--- src/rtl/bus_cycle_seq.sv ---
module bus_cycle_seq #(
  parameter int AW = 16,
  parameter int DW = 16
) (
  input  logic          clk,
  input  logic          rst_n,
  input  logic          req_valid,
  input  logic          req_write,
  input  logic [AW-1:0] req_addr,
  input  logic [DW-1:0] req_wdata,
  output logic          req_ready,
  output logic          done,
  output logic [DW-1:0] rdata,
  input  logic          cfg_we,
  input  logic [1:0]    cfg_sel,
  input  logic [7:0]    cfg_wdata,
  output logic [7:0]    cfg_rdata,
  output logic [2:0]    zone_sel,
  output logic [AW-1:0] bus_addr,
  output logic          bus_rd,
  output logic          bus_wr,
  output logic [DW-1:0] bus_wdata,
  input  logic [DW-1:0] bus_rdata
);
  localparam logic [5:0] ZONE_RST = 6'b011111;

  logic [2:0]    mode_q;
  logic [5:0]    zio_q, zs0_q, zs1_q;
  logic          busy_q, wr_q, mapped_q;
  logic [3:0]    pos_q, dp_q, last_q;
  logic [2:0]    zsel_q;
  logic [AW-1:0] addr_q;
  logic [DW-1:0] wdata_q, rd_q;

  logic          accept, mapped_n;
  logic [2:0]    zsel_n;
  logic [5:0]    tcfg;
  logic [3:0]    dp_n, last_n;

  always_comb begin
    mapped_n = 1'b1;
    zsel_n   = 3'b000;
    tcfg     = 6'b0;
    case (req_addr[AW-1:AW-2])
      2'b00:   begin zsel_n = 3'b010; tcfg = zs0_q; end
      2'b01:   begin zsel_n = 3'b100; tcfg = zs1_q; end
      2'b10:   begin zsel_n = 3'b001; tcfg = zio_q; end
      default: mapped_n = 1'b0;
    endcase
  end

  assign dp_n   = 4'(tcfg[2:0]) + ((req_write || !tcfg[5]) ? 4'd1 : 4'd0);
  assign last_n = dp_n + ((req_write && mode_q[0]) ? 4'd1 : 4'd0) + 4'(tcfg[4:3]);
  assign accept = req_valid && !busy_q;

  always_ff @(posedge clk or negedge rst_n) begin
    if (!rst_n) begin
      mode_q <= 3'b111;
      zio_q  <= ZONE_RST;
      zs0_q  <= ZONE_RST;
      zs1_q  <= ZONE_RST;
    end else if (cfg_we) begin
      case (cfg_sel)
        2'd0:    mode_q <= cfg_wdata[2:0];
        2'd1:    zio_q  <= cfg_wdata[5:0];
        2'd2:    zs0_q  <= cfg_wdata[5:0];
        default: zs1_q  <= cfg_wdata[5:0];
      endcase
    end
  end

  always_ff @(posedge clk or negedge rst_n) begin
    if (!rst_n) begin
      busy_q   <= 1'b0;
      wr_q     <= 1'b0;
      mapped_q <= 1'b0;
      pos_q    <= '0;
      dp_q     <= '0;
      last_q   <= '0;
      zsel_q   <= '0;
      addr_q   <= '0;
      wdata_q  <= '0;
      rd_q     <= '0;
    end else if (accept) begin
      busy_q   <= 1'b1;
      wr_q     <= req_write;
      mapped_q <= mapped_n;
      pos_q    <= '0;
      dp_q     <= dp_n;
      last_q   <= last_n;
      zsel_q   <= zsel_n;
      addr_q   <= req_addr;
      wdata_q  <= req_wdata;
    end else if (busy_q) begin
      if (pos_q == last_q) busy_q <= 1'b0;
      else                 pos_q  <= pos_q + 4'd1;
      if (!wr_q && pos_q == dp_q) rd_q <= mapped_q ? bus_rdata : '0;
    end
  end

  assign req_ready = !busy_q;
  assign done      = busy_q && (pos_q == last_q);
  assign bus_rd    = busy_q && mapped_q && !wr_q && (pos_q <= dp_q);
  assign bus_wr    = busy_q && mapped_q && wr_q && (pos_q == dp_q);
  assign zone_sel  = busy_q ? zsel_q : 3'b000;
  assign bus_addr  = addr_q;
  assign bus_wdata = wdata_q;
  assign rdata     = !(done && !wr_q) ? '0 :
                     (pos_q == dp_q)  ? (mapped_q ? bus_rdata : '0) : rd_q;

  always_comb begin
    case (cfg_sel)
      2'd0:    cfg_rdata = {5'b0, mode_q};
      2'd1:    cfg_rdata = {2'b0, zio_q};
      2'd2:    cfg_rdata = {2'b0, zs0_q};
      default: cfg_rdata = {2'b0, zs1_q};
    endcase
  end
endmodule

--- config.mk ---
export PLATFORM = sky130hd
export DESIGN_NAME = bus_cycle_seq
export DESIGN_NICKNAME = d
export VERILOG_FILES = /design/src/rtl/bus_cycle_seq.sv
export SDC_FILE = /design/constraint.sdc
export NUM_CORES = 1
export LEC_CHECK = 0
export ABC_AREA = 0
export CORE_MARGIN = 3
export CORE_UTILIZATION = 62
export DETAILED_ROUTE_END_ITERATION = 7
export DONT_BUFFER_PORTS = 1
export PLACE_DENSITY = 0.78
export SLEW_MARGIN = 15
export SYNTH_ARGS = -nofsm -noshare
export SYNTH_HDL_FRONTEND = slang
export SYNTH_SLANG_ARGS = --single-unit
--- constraint.sdc ---
create_clock -name clk -period 3.16 [get_ports clk]
set_input_delay 0.316 -clock clk [delete_from_list [all_inputs] [get_ports clk]]
set_output_delay 0.316 -clock clk [all_outputs]
set_load 0.02 [all_outputs]
# Word-level counts from Yosys, hierarchy flattened
# Cells that the tools add are included.
classes:
  addsub: 4
  order_cmp: 1
  n_eq_ne: 7
  mux: 16
  n_bitwise: 2
  reduce_logical: 25
op_table:
  columns: ["cell", "count"]
  rows:
  - ["$mux 16", 3]
  - ["$pmux 6 s3", 2]
  - ["$mux 4", 3]
  - ["$logic_and 1x1->1", 10]
  - ["$reduce_and 2->1", 5]
  - ["$pmux 3 s3", 1]
  - ["$eq 4x4->1", 2]
  - ["$mux 1", 6]
  - ["$reduce_or 3->1", 2]
  - ["$add 3x1->4", 1]
  - ["$add 4x1->4", 1]
  - ["$add 4x1->4 const B", 1]
  - ["$add 4x2->4", 1]
  - ["$eq 2x1->1 const B", 2]
  - ["$eq 2x2->1 const B", 2]
  - ["$le 4x4->1", 1]
  - ["$logic_not 2->1", 2]
  - ["$logic_not 1->1", 3]
  - ["$mux 3", 1]
  - ["$reduce_and 3->1", 1]
  - ["$ne 2x2->1 const B", 1]
  - ["$not 1->1", 2]
  - ["$reduce_bool 2->1", 1]
  - ["$logic_or 1x1->1", 1]
totals:
  register_bits: 87
  inputBits: 63
  out_inout_bits: 63
  wordCells: 69

# Longest topological paths before layout
logic_depth:
  ltp_word: 8
  ltp_mapped: 11
  ltp_nobuf: 10

# Worst setup path before layout
# No wires, ideal clock.
synth_timing:
  kind: "reg-to-output"
  from: "register pos_q[1]"
  to: "output rdata[10]"
  t_arrival_ns: 1.906
  required_ns: 2.844
  setup_slack_ns: 0.938
  stages_incl_launch_ff: 7
  n_path_buf: 2
  path_cell_list: "dfrtp_1 > ha_1 > and4_1 > clkbuf_1 > buf_1 > nand3_1 > a21oi_1"
synth_via:
  elab_chain_len: 4
  word_cells_on_any_way: 6
  classes_between: "eq/ne: 2; mux: 2; reduce/logical: 2"
synth_lines:
  columns: ["element", "line_no", "text"]
  rows:
  - ["start, declared", "30", "logic [3:0] pos_q, dp_q, last_q;"]
  - ["start signal, assigned", "96", "else pos_q <= pos_q + 4'd1;"]
  - ["$eq 4x4->1", "102", "assign done = busy_q && (pos_q == last_q);"]
  - ["$logic_and 1x1->1", "102", null]
  - ["$logic_and 1x1->1", "108", "assign rdata = !(done && !wr_q) ? '0 :"]
  - ["$mux 16 *", "108", null]
  - ["end, declared", "13", "output logic [DW-1:0] rdata,"]
# Mark *: on every way between the ends. The rest lies on a longest branch, timed or not.

# Worst setup path in the final report
layout_timing:
  from: "register pos_q[3]"
  to: "output rdata[9]"
# The elaborated chain is that of the path after synthesis.

==> results_dict.tcl <==
set metrics [dict create \
    required_ns 2.84 \
    power.density_mw_per_mm2 995 \
    grt_first_pass_wirelength_mm 13.9 \
    utilization_pct 69.3 \
    finalSetupViolCount 0 \
    final_nets 519 \
    cts_made_buffers 9 \
    place_congestion 0.772 \
    core_mm2 0.00649 \
    grt_max_degree 88 \
    drive_gt1_share_pct 15.1 \
    start_util_pct 65.3 \
    dpl.hpwl_mm 6.13 \
    syn_area_mm2 0.00424 \
    vias_per_cell 5.75 \
    grt.total_usage_pct 22.8 \
    ios 126 \
    fin_crit_sh_pct 86.5 \
    setup_tns_ns 0 \
    clock-skew-final_ns 0.0124 \
    worstPathMaxFanout 18 \
    status "complete, no violations" \
    critical_path_class "reg -> out" \
    cts_setup_buffers 0 \
    cts_root_buffer "clkbuf_8" \
    syn_inst 456 \
    arrival_ns 2.42 \
    cap_violations 0 \
    detail_route.wirelength_mm 8.78 \
    hold_class "in -> reg" \
    synth-seq-cells 87 \
    ys_types 39 \
    ctsHtreeMaxLevel 3 \
    placementRows 29 \
    cts.sinks 87 \
    drtIter0Drc 205 \
    port_buffers 0 \
    drv_slew 0 \
    num-fill-cells 536 \
    max_freq_ghz 0.366 \
    clockBufferDepth 2 \
    die_height_um 88.7 \
    grt-ovfl-total 0 \
    ant_nets 0 \
    synth-seq-area-share_pct 51.8 \
    drtPass1Iterations 4 \
    insertion_delay_ns 0.35 \
    endpoint_kind "primary output" \
    antenna_found_initial 0 \
    grt_pass1_vias 2944 \
    clkSlewWorstSetupHoldPaths_ns 0.08 \
    worstMarginPinSlew_ns 1.01 \
    slew_headroom_pct 32.6 \
    die_x_um 88.7 \
    area_growth_syn_to_layout_pct 6.01 \
    hold_viol_final 0 \
    drc 0 \
    avgSynthCellArea_um2 9.31 \
    vias 3035 \
    peakVddDrop_mv 0.695 \
    n_antenna_cell 0 \
    die-area_mm2 0.00787 \
    start_kind "flop" \
    rsz0062_at_grt "false" \
    cts_tree "yes" \
    leakagePower_nw 2.12 \
    fin_crit_ns 2.73 \
    synth-warning-count 0 \
    wl_per_cell_um 16.6 \
]
[what timing repair did]
item | 4_1_cts | 5_1_grt
endpoints found under the hold margin | 87 | 0
resized for setup | 0 | 0
hold buffers | 2 | 0
[registers in the layout, indices dropped and copies added, names as in the netlist]
name / cells
bus_addr: 16
bus_wdata: 16
rd_q: 16
zio_q: 6
zs0_q: 6
zs1_q: 6
dp_q: 4
last_q: 4
pos_q: 4
mode_q: 3
zsel_q: 3
busy_q: 1
mapped_q: 1
wr_q: 1
[routing by layer]
metal,vias to the layer above,GRT usage (%),wire length (um),part of all wire (%)
li1,1482,-,-,-
met1,1455,29.5,3660,42
met2,90,37.3,4360,50
met3,8,7.36,693,7.9
met4,0,5.77,75,0.85
met5,-,0,0,0
[critical path: stages, from the launching register on]
cell and delay [ns]:
dfrtp_1 0.46, ha_1 0.35, and4_1 0.63, nand3_1 0.15
a21oi_1 0.48
[final timing paths]
kind	startpoint	end	slack [ns]	depth (start not counted)
worst max-delay path	pos_q[3]$_DFFE_PN0P_	rdata[9]	0.43	4
worst min-delay path	req_addr[14]	mapped_q$_DFFE_PN0P_	0.06	1
worst max register to register	zio_q[0]$_DFFE_PN1P_	last_q[3]$_DFFE_PN0P_	0.94	8
worst min register to register	zsel_q[0]$_DFFE_PN0P_	zsel_q[0]$_DFFE_PN0P_	0.46	2
max in group asynchronous	rst_n	zs1_q[4]$_DFFE_PN1P_	2.26	2
min in group asynchronous	rst_n	rd_q[0]$_DFFE_PN0P_	0.52	2
[area by class of cell]
class / instances / area, um^2 / area share (%)
Clock buffer: 10 / 138 / 3.06
Multi-Input combinational cell: 334 / 1880 / 41.7
Clock inverter: 6 / 92.6 / 2.06
Sequential cell: 87 / 2200 / 48.9
Timing Repair Buffer: 6 / 67.6 / 1.50
Tap cell: 77 / 96.3 / 2.14
Inverter: 8 / 30.0 / 0.667
[through the flow]
stage / setup WS [ns] / power [mW] / hold WS, ns / instance area [um^2] / instances
after floorplan: 0.938 / 3.30 / 0.0204 / 4250 / 457
after global placement: 0.815 / 3.52 / 0.0230 / 4230 / 510
after detailed placement: 0.782 / 3.61 / 0.0239 / 4230 / 510
after CTS: 0.417 / 4.51 / 0.0476 / 4500 / 528
after global routing: 0.250 / 4.81 / 0.0439 / 4500 / 528
final: 0.427 / 4.48 / 0.0602 / 4500 / 528
[synthesized netlist by cell type]
library cell / n / area share, %
a21o_1: 1 / 0.18
a21oi_1: 18 / 2.1
a22o_1: 3 / 0.62
a31oi_1: 2 / 0.29
and2_1: 4 / 0.59
and4_1: 2 / 0.41
buf_1: 1 / 0.088
buf_2: 1 / 0.12
buf_4: 2 / 0.35
buf_6: 1 / 0.27
clkbuf_1: 20 / 1.8
clkbuf_4: 1 / 0.18
clkbuf_8: 2 / 0.65
conb_1: 1 / 0.088
dfrtp_1: 69 / 41
dfstp_2: 18 / 11
fa_1: 2 / 0.94
ha_1: 8 / 2.4
inv_1: 8 / 0.71
mux2_2: 24 / 6.4
mux2i_1: 7 / 1.7
mux4_2: 3 / 1.6
nand2_1: 175 / 15
nand2b_1: 2 / 0.29
nand3_1: 20 / 2.4
nand3b_1: 2 / 0.35
nand4_1: 3 / 0.44
nor2_1: 8 / 0.71
nor2b_1: 4 / 0.59
nor3b_1: 1 / 0.18
o211a_1: 1 / 0.24
o21ai_0: 29 / 3.4
o21bai_1: 1 / 0.18
o2bb2ai_1: 1 / 0.21
o2bb2ai_2: 1 / 0.35
o31ai_1: 1 / 0.18
or3b_1: 1 / 0.21
xnor2_1: 6 / 1.2
xor2_1: 2 / 0.41
[power by group]
group          internal (mW)  leakage, nW  total (mW)  switching [mW]
registers               1.60         1.04        2.24           0.634
logic                  0.513        0.972        1.36           0.851
clock network          0.471        0.109       0.876           0.405
total                   2.59         2.12        4.48            1.89
[cells by family after synthesis]
| kind of cell | after synthesis | share of synthesized area [%] |
|---|---|---|
| multiplexers | 34 | 9.61 |
| AND/OR/NAND/NOR | 222 | 21.6 |
| AO/OA/AOI/OAI | 58 | 7.78 |
| XOR/XNOR | 8 | 1.65 |
| buffers and inverters | 36 | 4.13 |
| flip-flops | 87 | 51.8 |
| other | 1 | 0.0884 |
| adder cells (fa/ha/maj) | 10 | 3.30 |
[cells in the final DEF (no fill, tap or decap), types with 2 or more instances in the layout]
cell type | synthesis | routed
a31oi_1 | 2 | 2
and2_1 | 4 | 4
clkbuf_8 | 2 | 10
dfrtp_1 | 69 | 69
nand2b_1 | 2 | 2
xor2_1 | 2 | 2
conb_1 | 1 | 2
inv_1 | 8 | 8
nor2b_1 | 4 | 3
nand4_1 | 3 | 3
xnor2_1 | 6 | 6
fa_1 | 2 | 2
a21oi_1 | 18 | 18
ha_1 | 8 | 8
mux2_2 | 24 | 24
and4_1 | 2 | 2
buf_4 | 2 | 4
bufinv_16 | 0 | 2
nor2_1 | 8 | 8
mux2i_1 | 7 | 7
nand2_1 | 175 | 175
o21ai_0 | 29 | 29
mux4_2 | 3 | 3
dfstp_2 | 18 | 18
a22o_1 | 3 | 3
nand3b_1 | 2 | 2
clkinvlp_4 | 0 | 2
nand3_1 | 20 | 20
No activity file was read; power rests on OpenSTA's default activity.
